**src/rtl/start_gap_remap.sv**
```systemverilog
module start_gap_remap #(
  parameter int N_LINES      = 64,
  parameter int GAP_INTERVAL = 100,
  localparam int AW = (N_LINES > 1) ? $clog2(N_LINES) : 1,
  localparam int PW = $clog2(N_LINES + 1),
  localparam int CW = $clog2(GAP_INTERVAL + 1),
  localparam int SW = PW + 1
) (
  input  logic          clk,
  input  logic          rst,
  input  logic          req_valid,
  input  logic          req_write,
  input  logic [AW-1:0] req_laddr,
  output logic [PW-1:0] phys_addr,
  output logic          mv_req,
  input  logic          mv_ack,
  output logic [PW-1:0] mv_src,
  output logic [PW-1:0] mv_dst
);

  logic [AW-1:0] start_q;
  logic [PW-1:0] gap_q;
  logic [CW-1:0] cnt_q;
  logic          pend_q;

  logic [SW-1:0] sum, rot;
  logic          wr, last, done;

  assign sum  = SW'(start_q) + SW'(req_laddr);
  assign rot  = (sum >= SW'(N_LINES)) ? sum - SW'(N_LINES) : sum;
  assign phys_addr = PW'(rot) + {{(PW-1){1'b0}}, (rot >= SW'(gap_q))};

  assign wr   = req_valid & req_write;
  assign last = (cnt_q == CW'(GAP_INTERVAL - 1));
  assign done = pend_q & mv_ack;

  assign mv_req = pend_q;
  assign mv_dst = gap_q;
  assign mv_src = (gap_q == '0) ? PW'(N_LINES) : gap_q - PW'(1);

  always_ff @(posedge clk) begin
    if (rst) begin
      cnt_q  <= '0;
      pend_q <= 1'b0;
    end else begin
      if (wr) begin
        if (!pend_q && last) begin
          pend_q <= 1'b1;
          cnt_q  <= '0;
        end else if (!last) begin
          cnt_q <= cnt_q + CW'(1);
        end
      end
      if (done) pend_q <= 1'b0;
    end
  end

  always_ff @(posedge clk) begin
    if (rst) begin
      start_q <= '0;
      gap_q   <= PW'(N_LINES);
    end else if (done) begin
      if (gap_q == '0) begin
        gap_q   <= PW'(N_LINES);
        start_q <= (start_q == AW'(N_LINES - 1)) ? '0 : start_q + AW'(1);
      end else begin
        gap_q <= gap_q - PW'(1);
      end
    end
  end

endmodule


```
**config.mk**
```make
export PLATFORM = sky130hd
export DESIGN_NAME = start_gap_remap
export DESIGN_NICKNAME = d
export VERILOG_FILES = /design/src/rtl/start_gap_remap.sv
export SDC_FILE = /design/constraint.sdc
export NUM_CORES = 1
export LEC_CHECK = 0
export ABC_AREA = 0
export BUFFER_PORTS_ARGS = -buffer_cell sky130_fd_sc_hd__buf_2
export CORE_UTILIZATION = 40
export DETAILED_ROUTE_END_ITERATION = 16
export PLACE_DENSITY = 0.63
export SLEW_MARGIN = 20
export SYNTH_ARGS = -nofsm -noshare
export SYNTH_HDL_FRONTEND = slang
export SYNTH_SLANG_ARGS = --single-unit
```
**constraint.sdc**
```tcl
create_clock -name clk -period 7.04 [get_ports clk]
set_input_delay 0.704 -clock clk [delete_from_list [all_inputs] [get_ports clk]]
set_output_delay 0.704 -clock clk [all_outputs]
set_load 0.03 [all_outputs]
```
### After elaboration in Yosys (flattened, before gate mapping)

Index checks and enable logic that the tools add are counted.

| storage, ports and cells | value |
|---|---|
| input bits | 11 |
| logic and storage cells | 29 |
| register bits after elaboration | 21 |
| output and inout port bits | 22 |

| cells by class | value |
|---|---|
| multiplexer cells | 5 |
| add/sub/neg operators | 6 |
| equal/unequal tests | 3 |
| reduce and logical (&&, ||, !) cells | 7 |
| bitwise operators | 2 |
| magnitude comparators | 2 |

Operators with widths:

| cell | count |
|---|---|
| $mux W7 | 3 |
| $ge A8 B7 Y1 | 1 |
| $mux W8 | 1 |
| $sub A7 B7 Y8 const B | 1 |
| $add A6 B6 Y7 | 1 |
| $add A7 B1 Y7 | 1 |
| $add A7 B1 Y7 const B | 1 |
| $eq A7 B7 Y1 const B | 1 |
| $ge A7 B7 Y1 const B | 1 |
| $logic_not A7 Y1 | 1 |
| $sub A7 B1 Y7 const B | 1 |
| $add A6 B1 Y6 const B | 1 |
| $eq A6 B6 Y1 const B | 1 |
| $mux W6 | 1 |
| $reduce_and A2 Y1 | 3 |
| $and A1 B1 Y1 | 2 |
| $ne A2 B1 Y1 const B | 1 |
| $reduce_or A2 Y1 | 1 |
| $logic_and A1 B1 Y1 | 1 |
| $logic_not A1 Y1 | 1 |

### Longest topological paths before layout

| depth | value |
|---|---|
| word-level depth | 5 |
| depth in mapped cells | 12 |
| depth with buffers taken out | 12 |

### Least setup slack after synthesis

Ideal clock, no wire load.

| timing | value |
|---|---|
| kind | input-to-output |
| start point | input port req_laddr[0] |
| end point | output port phys_addr[4] |
| path slack | 2.916 ns |
| stages | 12 |
| buffers on the path | 0 |
| required time | 6.336 ns |
| arrival | 3.420 ns |
| path through | ha_1 > fa_1 > a21o_1 > a21oi_1 > xnor2_1 > ha_1 > o21ai_0 > a221oi_1 > ha_1 > ha_1 > and3_1 > xor2_1 |

| on the way | value |
|---|---|
| cells in the longest elaborated chain, start to end | 5 |
| elaborated cells between the ends (all ways) | 6 |
| classes of those cells | 3 x add/sub; 2 x order compare; 1 x mux |

RTL lines:

| element | line | source |
|---|---|---|
| start, declared | 13 | `input logic [AW-1:0] req_laddr,` |
| $add A6 B6 Y7 * | 29 | `assign sum = SW'(start_q) + SW'(req_laddr);` |
| $sub A7 B7 Y8 or $ge A7 B7 Y1 (tied branches) | 30 | `assign rot = (sum >= SW'(N_LINES)) ? sum - SW'(N_LINES) : sum;` |
| $mux W8 * | 30 |  |
| $ge A8 B7 Y1 | 31 | `assign phys_addr = PW'(rot) + {{(PW-1){1'b0}}, (rot >= SW'(gap_q))};` |
| $add A7 B1 Y7 * | 31 |  |
| end, declared | 14 | `output logic [PW-1:0] phys_addr,` |

Mark *: on every way between the ends. The rest lies on a longest branch, timed or not.

### Worst setup path in the final report

Same ends and word-level chain as after synthesis.

==> results.py <==
metrics = {
    "clocking": {
        "cts-buffers-inserted": 3,
        "clk_pin_slew_ns": 0.11,
        "post_cts_buffers": 0,
        "cts.sinks": 21,
        "clockBufferDepth": 2,
        "ctsHoldBuffers": 0,
        "cts.repair.resized": 0,
        "cts-root-buf": "clkbuf_4",
        "cts_max_level": 1,
        "clkLatencyLatePin_ns": 0.30,
        "cts_tree": "done",
    },
    "place": {
        "place_hpwl_um": 2220,
        "post-place-ws_ns": 2.78,
        "port_buffers": 32,
        "gp_congestion": 0.734,
    },
    "min_path": {
        "hold_end": "start_q[5]",
        "hold_depth": 2,
        "min_path_type": "reg2reg",
        "worstHoldStart": "start_q[5]",
    },
    "timing": {
        "period_share": 0.601,
        "maxClockFrequency_ghz": 0.236,
        "relSlewSlack": 0.598,
        "tightest_slew_ns": 0.598,
        "period_needed_ns": 4.23,
        "final.setup.worst_slack_ns": 2.81,
        "rsz0062_at_grt": "no",
        "fin_setup_tns_ns": 0,
        "setup_viol": 0,
        "hold_violations": 0,
        "skew_ns": 0.00540,
        "slew_viol_final": 0,
    },
    "detailed_routing": {
        "antenna_left": 0,
        "route.vias.total": 1252,
        "wl_per_cell_um": 11.2,
        "drc": 0,
        "drt_wl_total_um": 2820,
        "first_pass_iters": 4,
        "drt_first_iter_violations": 35,
        "viasPerCell": 4.95,
    },
    "synthesis": {
        "ys_ff_latch": 21,
        "synth.avg_cell_area_um2": 8.28,
        "synth.top_cell.area_share": 0.290,
        "syn_nets": 204,
        "synth.area.top_cells": "dfxtp_1 (29%), ha_1 (15%), nor2_1 (6.2%)",
        "ys_warn_count": 0,
        "synth_cell_types": 38,
        "netlist_instances": 175,
        "netlist.top_cell.by_area": "dfxtp_1",
        "syn-cell-area_um2": 1450,
        "ys_seq_area_frac": 0.290,
    },
    "worst_setup_path": {
        "end_kind": "output pin",
        "r2r_slack_ns": 4.63,
        "rr_endpoint": "start_q[5]",
        "cp_max_fo": 4,
        "path_class": "in2out",
        "required_ns": 6.34,
        "reg2reg_depth": 7,
        "critPathLaunchType": "input port",
        "arrival_ns": 3.53,
        "r2r_start": "mv_dst[1]",
    },
    "finish": {
        "antennaDiodeCount": 0,
        "num-fill-cells": 356,
        "drive_above_1_share": 0.188,
        "final_common_cell": "buf_2",
        "most-common-layout-cells": "buf_2 (32), nor2_1 (24), dfxtp_1 (21), ha_1 (17), a21oi_1 (14)",
        "final_nets": 237,
        "syn_to_final_growth_pct": 15.2,
    },
    "floorplan": {
        "core_area_um2": 3420,
        "rows": 21,
        "ios": 33,
        "die_x_um": 62.2,
        "fp.dieArea_um2": 3870,
        "die_y_um": 62.2,
        "start_util": 0.424,
    },
    "global_route": {
        "grt_max_degree": 19,
        "grt-ovfl-total": 0,
        "grt_pass1_vias": 1145,
        "track_usage": 0.158,
        "grt_first_pass_wirelength_um": 4950,
        "antenna_found_initial": 0,
    },
    "power": {
        "ir_drop_mv": 0.111,
        "power.leakage_nw": 0.733,
        "powerDensity_nw_per_um2": 121,
    },
    "flow_run": {
        "max_cap_violations": 0,
    },
    "outcome": {
        "status": "finished clean",
    },
}
==> per-stage QoR <==
| step | util | hold slack, ns | instances | power [mW] | instance area (um2) |
|---|---|---|---|---|---|
| floorplan | - | 0.469 | 175 | 0.138 | 1450 |
| global placement | 0.481 | 0.494 | 249 | 0.145 | 1640 |
| detailed placement | 0.481 | 0.497 | 249 | 0.145 | 1640 |
| CTS | 0.489 | 0.515 | 253 | 0.204 | 1670 |
| global route | 0.489 | 0.561 | 253 | 0.212 | 1670 |
| finish | 0.489 | 0.517 | 253 | 0.201 | 1670 |
==> sequential cells by signal (all words and copies together) (netlist names) <==
register and flops:
cnt_q 7, mv_dst 7, mv_req 1, start_q 6
==> where the power goes <==
part           internal (mW)  total, mW  switching [mW]
logic                0.00853     0.0225          0.0139
registers              0.119      0.120        0.000505
clock network         0.0221     0.0589          0.0368
total                  0.150      0.201          0.0512
==> synth_stat cells (all sizes together) <==
cell type / number
nor2: 24
dfxtp: 21
ha: 17
a21oi: 14
nand2: 13
inv: 10
nand3: 9
xnor2: 9
xor2: 9
nor3: 7
and3: 4
o21ai: 4
mux2i: 3
nand2b: 3
o31ai: 3
a211oi: 2
a21o: 2
buf: 2
clkbuf: 2
or4: 2
a221oi: 1
a311oi: 1
a41oi: 1
and2: 1
fa: 1
nand3b: 1
nand4: 1
nor2b: 1
nor4: 1
nor4b: 1
o211ai: 1
o21bai: 1
or2: 1
or3: 1
or3b: 1
==> metal layers <==
layer  wire (um)  vias up  track usage
met5           0        -            0
met4          20        0       0.0610
met3          84        2       0.0239
met2        1250       22        0.261
met1        1470      548        0.206
li1            -      680            -
==> worst max path at each step <==
| stage | start | to | cells past startpoint |
|---|---|---|---|
| final | req_laddr[0] | phys_addr[4] | 14 |
| after floorplan | req_laddr[0] | phys_addr[4] | 12 |
| after global routing | req_laddr[1] | phys_addr[4] | 14 |
| after detailed placement | req_laddr[0] | phys_addr[4] | 14 |
| after CTS | req_laddr[0] | phys_addr[4] | 14 |
| after global placement | req_laddr[0] | phys_addr[6] | 14 |
==> cell type report <==
| cell class | count | area [um2] | share of cell area |
|---|---|---|---|
| clock buffer | 4 | 26.3 | 0.0157 |
| tap | 46 | 57.6 | 0.0345 |
| inverter | 10 | 37.5 | 0.0225 |
| multi-input combinational | 140 | 967 | 0.579 |
| timing repair buffer | 32 | 160 | 0.0960 |
| sequential | 21 | 420 | 0.252 |
==> cell families after synthesis <==
kind of cell,after synthesis,synth area share
compound gates,30,0.127
flops,21,0.290
fa+ha+maj,18,0.161
simple gates,71,0.250
mux,3,0.0207
xor+xnor,18,0.109
buf+inv,14,0.0423
==> worst max-delay path: stages <==
cell,delay [ns]
buf_2,0.10
ha_1,0.21
fa_1,0.40
a21o_1,0.17
a21oi_1,0.16
xnor2_1,0.24
ha_1,0.23
a211oi_1,0.07
a221oi_1,0.31
ha_1,0.21
ha_1,0.18
and3_1,0.18
xor2_1,0.14
buf_2,0.21
No activity file was read; power rests on OpenSTA's default activity.
